`config.mk`:
```
export PLATFORM = sky130hd
export DESIGN_NAME = cfg_access_router
export DESIGN_NICKNAME = d
export VERILOG_FILES = /design/src/rtl/cfgr_pkg.sv /design/src/rtl/cfgr_setup_gen.sv /design/src/rtl/cfgr_lane_place.sv /design/src/rtl/cfgr_extract.sv /design/src/rtl/cfg_access_router.sv
export SDC_FILE = /design/constraint.sdc
export NUM_CORES = 1
export LEC_CHECK = 0
export BUFFER_PORTS_ARGS = -buffer_cell sky130_fd_sc_hd__buf_2
export CORE_AREA = 5 5 156 158
export CTS_CLUSTER_DIAMETER = 100
export DETAILED_ROUTE_END_ITERATION = 12
export DIE_AREA = 0 0 161 163
export HOLD_SLACK_MARGIN = 0.02
export SLEW_MARGIN = 20
export SYNTH_ARGS = -nofsm -noshare
export SYNTH_HDL_FRONTEND = slang
export SYNTH_SLANG_ARGS = --single-unit
```
`constraint.sdc`:
```
create_clock -name clk -period 5 [get_ports clk]
set_clock_uncertainty 0.1 [all_clocks]
set_input_delay 0 -clock clk [delete_from_list [all_inputs] [get_ports clk]]
set_output_delay 0 -clock clk [all_outputs]
set_load 0.01 [all_outputs]
```
`src/rtl/cfgr_pkg.sv`:
```
package cfgr_pkg;
    localparam int DATA_W         = 32;
    localparam int BE_W           = DATA_W / 8;
    localparam int OFF_W          = $clog2(BE_W);
    localparam int SETUP_W        = 32;
    localparam int SETUP_BUS_LSB  = 16;
    localparam int SETUP_DEV_LSB  = 8;
    localparam int SETUP_FUNC_LSB = 0;
    localparam int SETUP_TYPE_BIT = 24;

    typedef enum logic [1:0] {
        SZ_BYTE  = 2'b00,
        SZ_HALF  = 2'b01,
        SZ_WORD  = 2'b10,
        SZ_WORD2 = 2'b11
    } cfg_size_e;

    typedef enum logic [1:0] {
        ST_OK     = 2'b00,
        ST_ABSENT = 2'b01
    } cfg_status_e;

    typedef struct packed {
        cfg_size_e        size;
        logic [OFF_W-1:0] off;
        logic             write;
    } cfg_ctx_t;
endpackage

```
`src/rtl/cfgr_setup_gen.sv`:
```
module cfgr_setup_gen
    import cfgr_pkg::*;
#(
    parameter int BUS_W  = 8,
    parameter int DEV_W  = 5,
    parameter int FUNC_W = 3
) (
    input  logic [BUS_W-1:0]   bus,
    input  logic [DEV_W-1:0]   dev,
    input  logic [FUNC_W-1:0]  func,
    output logic               is_remote,
    output logic [SETUP_W-1:0] setup_word
);
    logic type1;

    always_comb begin
        is_remote  = (bus != '0);
        type1      = (bus > BUS_W'(1));
        setup_word = '0;
        setup_word[SETUP_BUS_LSB  +: BUS_W]  = bus;
        setup_word[SETUP_DEV_LSB  +: DEV_W]  = dev;
        setup_word[SETUP_FUNC_LSB +: FUNC_W] = func;
        setup_word[SETUP_TYPE_BIT]           = type1;
    end
endmodule

```
`src/rtl/cfgr_lane_place.sv`:
```
module cfgr_lane_place
    import cfgr_pkg::*;
(
    input  cfg_size_e         size,
    input  logic [OFF_W-1:0]  off,
    input  logic [DATA_W-1:0] wdata,
    output logic [BE_W-1:0]   be,
    output logic [DATA_W-1:0] lane_wdata
);
    for (genvar i = 0; i < BE_W; i++) begin : g_lane
        always_comb begin
            unique case (size)
                SZ_BYTE: be[i] = (OFF_W'(i) == off);
                SZ_HALF: be[i] = (OFF_W'(i) >> 1) == (off >> 1);
                default: be[i] = 1'b1;
            endcase
        end
    end

    always_comb begin
        unique case (size)
            SZ_BYTE: lane_wdata = {{(DATA_W-8){1'b0}}, wdata[7:0]} << {off, 3'b000};
            SZ_HALF: lane_wdata = {{(DATA_W-16){1'b0}}, wdata[15:0]} << {off[OFF_W-1], 4'b0000};
            default: lane_wdata = wdata;
        endcase
    end
endmodule

```
`src/rtl/cfgr_extract.sv`:
```
module cfgr_extract
    import cfgr_pkg::*;
(
    input  cfg_size_e         size,
    input  logic [OFF_W-1:0]  off,
    input  logic [DATA_W-1:0] dword,
    output logic [DATA_W-1:0] value
);
    logic [DATA_W-1:0] by_byte;
    logic [DATA_W-1:0] by_half;

    always_comb begin
        by_byte = dword >> {off, 3'b000};
        by_half = dword >> {off[OFF_W-1], 4'b0000};
        unique case (size)
            SZ_BYTE: value = {{(DATA_W-8){1'b0}}, by_byte[7:0]};
            SZ_HALF: value = {{(DATA_W-16){1'b0}}, by_half[15:0]};
            default: value = dword;
        endcase
    end
endmodule

```
`src/rtl/cfg_access_router.sv`:
```
module cfg_access_router
    import cfgr_pkg::*;
#(
    parameter int BUS_W       = 8,
    parameter int DEV_W       = 5,
    parameter int FUNC_W      = 3,
    parameter int REG_W       = 12,
    parameter int REMOTE_BASE = 'h1000,
    localparam int ADDR_W     = $clog2(REMOTE_BASE + (1 << REG_W))
) (
    input  logic                clk,
    input  logic                rst_n,
    input  logic                req_valid,
    output logic                req_ready,
    input  logic                req_write,
    input  logic [BUS_W-1:0]    req_bus,
    input  logic [DEV_W-1:0]    req_dev,
    input  logic [FUNC_W-1:0]   req_func,
    input  logic [REG_W-1:0]    req_reg,
    input  logic [1:0]          req_size,
    input  logic [DATA_W-1:0]   req_wdata,
    output logic                cfg_write,
    output logic [ADDR_W-1:0]   cfg_addr,
    output logic [BE_W-1:0]     cfg_be,
    output logic [DATA_W-1:0]   cfg_wdata,
    output logic                loc_req,
    input  logic [DATA_W-1:0]   loc_rdata,
    output logic                rem_req,
    output logic [SETUP_W-1:0]  rem_setup,
    input  logic                rem_done,
    input  logic                rem_absent,
    input  logic [DATA_W-1:0]   rem_rdata,
    output logic                rsp_valid,
    output logic [DATA_W-1:0]   rsp_rdata,
    output logic [1:0]          rsp_status,
    output logic                rsp_remote
);
    typedef struct packed {
        logic               cfg_write;
        logic [ADDR_W-1:0]  cfg_addr;
        logic [BE_W-1:0]    cfg_be;
        logic [DATA_W-1:0]  cfg_wdata;
        logic               loc_req;
        logic               rem_req;
        logic [SETUP_W-1:0] setup;
        logic               rem_busy;
        cfg_ctx_t           loc_ctx;
        cfg_ctx_t           rem_ctx;
        logic               hold_valid;
        logic [DATA_W-1:0]  hold_data;
        cfg_status_e        hold_status;
        logic               rsp_valid;
        logic [DATA_W-1:0]  rsp_data;
        cfg_status_e        rsp_status;
        logic               rsp_remote;
    } state_t;

    state_t st_d, st_q;

    cfg_size_e          size_in;
    logic [REG_W-1:0]   aligned_reg;
    logic               is_remote;
    logic [SETUP_W-1:0] setup_word;
    logic [BE_W-1:0]    be_in;
    logic [DATA_W-1:0]  lane_wdata;
    logic [DATA_W-1:0]  loc_value;
    logic [DATA_W-1:0]  rem_value;
    logic [DATA_W-1:0]  loc_result;
    logic [DATA_W-1:0]  rem_result;
    cfg_status_e        rem_stat;
    logic               rem_finish;
    logic               accept;

    assign size_in     = cfg_size_e'(req_size);
    assign aligned_reg = {req_reg[REG_W-1:OFF_W], {OFF_W{1'b0}}};

    cfgr_setup_gen #(.BUS_W(BUS_W), .DEV_W(DEV_W), .FUNC_W(FUNC_W)) setup_i (
        .bus        (req_bus),
        .dev        (req_dev),
        .func       (req_func),
        .is_remote  (is_remote),
        .setup_word (setup_word)
    );

    cfgr_lane_place lane_i (
        .size       (size_in),
        .off        (req_reg[OFF_W-1:0]),
        .wdata      (req_wdata),
        .be         (be_in),
        .lane_wdata (lane_wdata)
    );

    cfgr_extract loc_ext_i (
        .size  (st_q.loc_ctx.size),
        .off   (st_q.loc_ctx.off),
        .dword (loc_rdata),
        .value (loc_value)
    );

    cfgr_extract rem_ext_i (
        .size  (st_q.rem_ctx.size),
        .off   (st_q.rem_ctx.off),
        .dword (rem_rdata),
        .value (rem_value)
    );

    always_comb begin
        req_ready  = !st_q.hold_valid && !(is_remote && st_q.rem_busy);
        accept     = req_valid && req_ready;
        rem_finish = rem_done && st_q.rem_busy && !st_q.hold_valid;
        loc_result = st_q.loc_ctx.write ? '0 : loc_value;
        rem_result = rem_absent ? '1 : (st_q.rem_ctx.write ? '0 : rem_value);
        rem_stat   = rem_absent ? ST_ABSENT : ST_OK;

        st_d            = st_q;
        st_d.loc_req    = 1'b0;
        st_d.rem_req    = 1'b0;
        st_d.rsp_valid  = 1'b0;
        st_d.rsp_remote = 1'b0;

        // Response ordering: local first, then held remote, then fresh remote
        if (st_q.loc_req) begin
            st_d.rsp_valid  = 1'b1;
            st_d.rsp_data   = loc_result;
            st_d.rsp_status = ST_OK;
            if (rem_finish) begin
                st_d.hold_valid  = 1'b1;
                st_d.hold_data   = rem_result;
                st_d.hold_status = rem_stat;
            end
        end else if (st_q.hold_valid) begin
            st_d.rsp_valid  = 1'b1;
            st_d.rsp_remote = 1'b1;
            st_d.rsp_data   = st_q.hold_data;
            st_d.rsp_status = st_q.hold_status;
            st_d.hold_valid = 1'b0;
            st_d.rem_busy   = 1'b0;
        end else if (rem_finish) begin
            st_d.rsp_valid  = 1'b1;
            st_d.rsp_remote = 1'b1;
            st_d.rsp_data   = rem_result;
            st_d.rsp_status = rem_stat;
            st_d.rem_busy   = 1'b0;
        end

        if (accept) begin
            st_d.cfg_write = req_write;
            st_d.cfg_be    = be_in;
            st_d.cfg_wdata = lane_wdata;
            if (is_remote) begin
                st_d.cfg_addr      = ADDR_W'(REMOTE_BASE) + ADDR_W'(aligned_reg);
                st_d.rem_req       = 1'b1;
                st_d.rem_busy      = 1'b1;
                st_d.setup         = setup_word;
                st_d.rem_ctx.size  = size_in;
                st_d.rem_ctx.off   = req_reg[OFF_W-1:0];
                st_d.rem_ctx.write = req_write;
            end else begin
                st_d.cfg_addr      = ADDR_W'(aligned_reg);
                st_d.loc_req       = 1'b1;
                st_d.loc_ctx.size  = size_in;
                st_d.loc_ctx.off   = req_reg[OFF_W-1:0];
                st_d.loc_ctx.write = req_write;
            end
        end
    end

    always_ff @(posedge clk) begin
        if (!rst_n) begin
            st_q             <= '0;
            st_q.hold_status <= ST_OK;
            st_q.rsp_status  <= ST_OK;
        end else begin
            st_q <= st_d;
        end
    end

    assign cfg_write  = st_q.cfg_write;
    assign cfg_addr   = st_q.cfg_addr;
    assign cfg_be     = st_q.cfg_be;
    assign cfg_wdata  = st_q.cfg_wdata;
    assign loc_req    = st_q.loc_req;
    assign rem_req    = st_q.rem_req;
    assign rem_setup  = st_q.setup;
    assign rsp_valid  = st_q.rsp_valid;
    assign rsp_rdata  = st_q.rsp_data;
    assign rsp_status = st_q.rsp_status;
    assign rsp_remote = st_q.rsp_remote;
endmodule

```
* Yosys cells after proc, flatten, opt, wreduce, memory -nomap -nowiden *
Cells that the tools add are included.

word-level totals
  flip-flop bits (word level) = 151
  bits in latches = 0
  bits in writable memories = 0
  memory bits (read-only) = 0
  memories = 0
  logic and storage cells = 81

cells by class
  div/mod/pow operators = 0
  multiply operators = 0
  $lt $le $gt $ge = 1
  shifts and indexed selects = 6
  equality and inequality tests = 6
  muxes and demuxes = 23
  reduce and logical (&&, ||, !) cells = 21
  $add $sub $neg = 1
  bitwise operators = 2

operator list
  operator                number
  $pmux 32 s2             3
  $mux 32                 3
  $mux 36                 2
  $shr 32x5->16           2
  $shr 32x5->8            2
  $mux 35                 1
  $mux 34                 1
  $shl 16x5->32           1
  $shl 8x5->32            1
  $add 13x12->13 const A  1
  $mux 13                 1
  $mux 11                 1
  $logic_not 2->1         5
  $mux 5                  2
  $reduce_and 2->1        5
  $gt 8x1->1 const B      1
  $pmux 1 s2              4
  $reduce_bool 8->1       1
  $eq 2x1->1 const B      3
  $logic_and 1x1->1       5
  $mux 1                  5
  $eq 2x2->1 const A      2
  $reduce_bool 3->1       1
  $eq 1x2->1 const A      1
  other kinds (4)         6

* Logic depth before layout (Yosys ltp) *
  word-level depth = 7
  mapped depth = 9
  mapped depth without buffers = 5

* Hierarchy *
A second synthesis with hierarchy kept.

unflattened totals
  cells, all modules = 1214
  area, all modules = 9499.1 um^2

by module, submodules not included
  module             sequential area each (um^2)  cells an instance  times used  area each (um^2)
  cfg_access_router  3243.1                       953                1           7717.4
  cfgr_extract       0.0                          71                 2           501.7
  cfgr_lane_place    0.0                          82                 1           506.7
  cfgr_setup_gen     0.0                          37                 1           271.5

* Least setup slack after synthesis *
No wires, ideal clock.

  path type = register -> register
  start = register st_q[73] (netlist bit)
  end = register st_q, in the netlist rsp_rdata[15]
  arrival = 1.513 ns
  stages on the path, launching flop included = 7
  clock period less this slack = 1.737 ns
  setup time = 0.124 ns
  slack = 3.263 ns
  path through = dfxtp_1 buf_2 mux2_2 a221oi_2 nor2_1 a221oi_1 a21oi_1

on the way
  cells in the longest elaborated chain, start to end = 7

ends and longest elaborated chain
  what                    RTL line                  source
  from (decl)             cfg_access_router.sv:58   state_t st_d, st_q;
  from (signal assigned)  cfg_access_router.sv:174  st_q <= st_d;
  $shr 32x5->16           cfgr_extract.sv:14        by_half = dword >> {off[OFF_W-1], 4'b0000};
  $pmux 32 s2             cfgr_extract.sv:15        unique case (size)
  $mux 32 (2 in series)   cfg_access_router.sv:112  rem_result = rem_absent ? '1 : (st_q.rem_ctx.write ? '0 : rem_value);
  $mux 36                 cfg_access_router.sv:138  end else if (rem_finish) begin
  $mux 36                 cfg_access_router.sv:131  end else if (st_q.hold_valid) begin
  $mux 35                 cfg_access_router.sv:122  if (st_q.loc_req) begin

Every way passes these cells. The select of a mux whose other input is x is not followed.
A chain may end at the register's enable or synchronous reset.

* Worst setup path after layout *
  start = register st_q, in the netlist loc_req
  end = register st_q, in the netlist rsp_rdata[18]

on the way
  cells in the longest elaborated chain, start to end = 1
  elaborated cells between the ends (all ways) = 2

ends and longest elaborated chain
  what
  $reduce_bool 3->1 (no line) / $mux 35 (equally long branches)

Parallel ways exist; a longest one is shown, timed or not.

==> impl_metrics.prom <==
# TYPE chip_impl_metric gauge
chip_impl_info{name="outcome",value="completed"} 1
chip_impl_metric{name="antenna_violations_before_repair",unit=""} 1
chip_impl_metric{name="timing.max_cap.violations",unit=""} 0
chip_impl_metric{name="maximum_number_of_pins_on_one_net_before_global_route_repair",unit=""} 65
chip_impl_metric{name="share_clk_of_total_power",unit="%"} 43.9
chip_impl_metric{name="count_of_port_buffers_added_during_placement",unit=""} 234
chip_impl_info{name="cts.root.buffer_cell",value="sky130_fd_sc_hd__clkbuf_16"} 1
chip_impl_metric{name="cells_after_dpl",unit=""} 1322
chip_impl_info{name="start_kind",value="flip-flop"} 1
chip_impl_metric{name="global_route.usage.met1",unit="%"} 25.5
chip_impl_metric{name="comb_power_share",unit="%"} 16.3
chip_impl_metric{name="clock_insertion_delay_worst_skew",unit="ns"} 0.42
chip_impl_metric{name="clockBufferDepth",unit=""} 2
chip_impl_metric{name="final_antenna_violating_net_count",unit=""} 0
chip_impl_metric{name="num_io_pins",unit=""} 253
chip_impl_metric{name="seq_power_share",unit="%"} 39.8
chip_impl_metric{name="number_of_global_route_vias_before_repair",unit=""} 7514
chip_impl_metric{name="globalRouteMet3Util",unit="%"} 5.34
chip_impl_metric{name="synth_top_area_share",unit="%"} 37.5
chip_impl_info{name="hp-class",value="in -> reg"} 1
chip_impl_metric{name="syn-mean-instance-area",unit="sq um"} 8.17
chip_impl_metric{name="clk_sink_count",unit=""} 147
chip_impl_metric{name="synth.distinct_cells",unit=""} 54
chip_impl_info{name="netlist.top_cell.by_area",value="sky130_fd_sc_hd__dfxtp_1"} 1
chip_impl_info{name="setup_repair_after_global_routing_missed_its_margin",value="false"} 1
chip_impl_metric{name="overall_power",unit="W"} 0.00317
chip_impl_metric{name="globalplace.congestion",unit=""} 0.876
chip_impl_info{name="layout.cells.most_common",value="sky130_fd_sc_hd__buf_2"} 1
chip_impl_metric{name="max-slew-margin-rel",unit="%"} 36.4
chip_impl_info{name="global_route.peak_usage_layer",value="met2"} 1
chip_impl_info{name="final_cell_mix",value="sky130_fd_sc_hd__buf_2, sky130_fd_sc_hd__dfxtp_1, sky130_fd_sc_hd__dlygate4sd3_1, sky130_fd_sc_hd__nand2_1, sky130_fd_sc_hd__nor2_1"} 1
chip_impl_info{name="worstSetupPathType",value="reg -> reg"} 1
chip_impl_metric{name="period_needed",unit="ns"} 3.08
chip_impl_metric{name="finish.cell_count_without_fillers",unit=""} 1499
chip_impl_metric{name="final.setup.tns",unit="ns"} 0
chip_impl_metric{name="dieWidth",unit="um"} 161
chip_impl_metric{name="worst_slew_pin_slew",unit="ns"} 0.953
chip_impl_metric{name="dieHeight",unit="um"} 163
chip_impl_metric{name="dp_hpwl",unit="um"} 18700
chip_impl_metric{name="drive_above_1_share",unit="%"} 24.7
chip_impl_metric{name="maxSlewViolCount",unit=""} 0
chip_impl_metric{name="share_of_flip_flops_with_an_asynchronous_set_or_reset",unit="%"} 0
chip_impl_metric{name="n_antenna_cell",unit=""} 0
chip_impl_info{name="synth_area_leaders",value="sky130_fd_sc_hd__dfxtp_1, sky130_fd_sc_hd__buf_4, sky130_fd_sc_hd__a22oi_1"} 1
chip_impl_metric{name="total_overflow_reported_by_the_global_router",unit=""} 0
chip_impl_metric{name="grt_util_met2",unit="%"} 32.3
chip_impl_metric{name="via_count_of_the_routed_design",unit=""} 7910
chip_impl_info{name="cts_tree",value="yes"} 1
chip_impl_metric{name="critical_path_required",unit="ns"} 5.27
chip_impl_metric{name="power_leakage",unit="nW"} 4.64
chip_impl_metric{name="postCtsSetupBuffers",unit=""} 0
chip_impl_metric{name="finalWorstSetupSlack",unit="ns"} 1.92
chip_impl_metric{name="worst_setup_hold_path_clk_slew",unit="ns"} 0.06
chip_impl_metric{name="synth_cells",unit=""} 962
chip_impl_metric{name="track_usage",unit="%"} 20.2
chip_impl_metric{name="area.sequential",unit="sq um"} 2940
chip_impl_metric{name="pre_cts_slack",unit="ns"} 2.11
chip_impl_metric{name="cell_internal_pwr",unit="W"} 0.00233
chip_impl_metric{name="power_density",unit="nW/um^2"} 305
chip_impl_metric{name="synth-edff-count",unit=""} 0
chip_impl_metric{name="final.period_utilization",unit="%"} 61.6
chip_impl_metric{name="grt_first_pass_wirelength",unit="um"} 42000
chip_impl_metric{name="syn_to_final_growth",unit="%"} 32.5
chip_impl_metric{name="rows",unit=""} 56
chip_impl_info{name="synthFlopType",value="sky130_fd_sc_hd__dfxtp_1"} 1
chip_impl_metric{name="n_fill_cell",unit=""} 2234
chip_impl_metric{name="multiInputGateArea",unit="sq um"} 3760
chip_impl_metric{name="fin_worst_hold_slack",unit="ns"} 0.0372
chip_impl_metric{name="yosys_synthesis_warning_count",unit=""} 0
chip_impl_metric{name="drt-total-wl",unit="um"} 27800
chip_impl_metric{name="die_area",unit="sq um"} 26200
chip_impl_metric{name="netSwitchingPower",unit="W"} 0.000839
chip_impl_metric{name="htree_num_levels",unit=""} 4
chip_impl_metric{name="worst_ir_drop_vdd",unit="mV"} 0.213
chip_impl_metric{name="worstPathArrival",unit="ns"} 3.35
chip_impl_metric{name="drt-pass1-iter-count",unit=""} 6
chip_impl_metric{name="seq_area_frac_synth",unit="%"} 37.5
chip_impl_metric{name="ys_seq_elements",unit=""} 147
chip_impl_metric{name="number_of_buffers_inserted_during_clock_tree_synthesis",unit=""} 17
chip_impl_metric{name="syn-cell-area",unit="sq um"} 7860
chip_impl_metric{name="initial_cell_density_of_the_core",unit="%"} 34.2
chip_impl_info{name="setup_crit_end_kind",value="flip-flop"} 1
chip_impl_metric{name="detailedRoute.firstIterationViolations",unit=""} 801
chip_impl_metric{name="core_area",unit="sq um"} 23000
chip_impl_metric{name="drc",unit=""} 0
chip_impl_metric{name="finalHoldViolations",unit=""} 0
chip_impl_metric{name="wire_per_inst",unit="um"} 18.5
chip_impl_metric{name="timing.final.setup_violations",unit=""} 0
chip_impl_metric{name="p_sw_share",unit="%"} 26.4
chip_impl_metric{name="avgViaCountPerCell",unit=""} 5.28
chip_impl_metric{name="nets",unit=""} 1328
chip_impl_metric{name="max_clock_freq",unit="MHz"} 324
chip_impl_metric{name="critical_path_peak_fanout",unit=""} 17
critical path, cell delays in order, from the launching register on:
cell and delay, ns:
sky130_fd_sc_hd__dfxtp_1 0.56, sky130_fd_sc_hd__buf_4 0.31, sky130_fd_sc_hd__nor2b_1 0.42, sky130_fd_sc_hd__and2_1 0.69, sky130_fd_sc_hd__a22oi_1 0.17, sky130_fd_sc_hd__o21ai_0 0.12
sky130_fd_sc_hd__dlygate4sd3_1 0.55, sky130_fd_sc_hd__and2_1 0.11
power groups by stage:
stage	Sequential (W)	Clock, W	Combinational, W
3_3_place_gp	0.00128	0	0.000420
6_report	0.00126	0.00139	0.000518
2_1_floorplan	0.00127	0	0.000323
4_1_cts	0.00126	0.00142	0.000515
5_1_grt	0.00127	0.00148	0.000561
3_5_place_dp	0.00129	0	0.000423
final timing paths:
kind | startpoint | endpoint | slack [ns] | cells after the start
worst min-delay path | rem_rdata[6] | st_q[44]$_SDFFE_PN0P_ | 0.04 | 5
worst min register to register | cfg_be[0]$_SDFFE_PN0P_ | cfg_be[0]$_SDFFE_PN0P_ | 0.35 | 2
worst max register to register | loc_req$_SDFF_PN0_ | rsp_rdata[18]$_SDFFE_PN0P_ | 1.92 | 7
worst max-delay path | loc_req$_SDFF_PN0_ | rsp_rdata[18]$_SDFFE_PN0P_ | 1.92 | 7
cells in the mapped netlist, drive strengths merged (2+ instances only):
library cell	n
nor2	99
inv	6
mux2i	29
o221ai	3
a221oi	18
and2	15
a211oi	31
a32o	2
a2bb2oi	3
mux2	9
nand3b	4
o211a	14
a222oi	6
a21o	14
a21oi	65
and3	2
o41ai	2
buf	141
o32ai	3
nor3	31
nor3b	2
nor2b	13
nand3	23
clkbuf	49
dfxtp	147
nand2	99
a22oi	52
nand2b	6
or3	5
o21ai	55
timing repair:
action	4_1_cts	5_1_grt
resized for setup	0	0
endpoints found under the hold margin	136	0
hold buffers	145	0
metrics by stage:
stage               area (sq um)  utilization, %
floorplan                   7920               -
global placement            8330            36.2
detailed placement          8330            36.2
CTS                        10400            45.3
global route               10400            45.3
finish                     10400            45.3
flip-flops by register name, summed over array words and instances (netlist names):
signal,cells
rsp_status,1
rem_req,1
rsp_remote,1
rsp_rdata,32
st_q,45
rsp_valid,1
rem_setup,17
cfg_wdata,32
cfg_addr,11
loc_req,1
cfg_be,4
cfg_write,1
cell type report:
class	count	share of cell area, %
flip-flops and latches	147	28.3
clock inverters	11	1.68
inverters	6	0.228
multi-input cells	636	36.1
repair buffers	388	25.8
clock buffers	21	4.42
well taps	290	3.48
logic make-up after synthesis:
kind of cell	Yosys count	synth area share (%)
buffers and inverters	196	15.7
and+or+nand+nor	304	17.8
muxes	38	4.98
other	1	0.0477
DFF	147	37.5
AOI/OAI and AO/OA	276	24.1
per-layer routing:
metal / routed length, um / vias to the layer above
met5: 11 / -
met4: 1150 / 2
met3: 2170 / 77
met2: 13000 / 397
met1: 11500 / 3674
li1: - / 3760
Power figures use the tool's default switching activity.
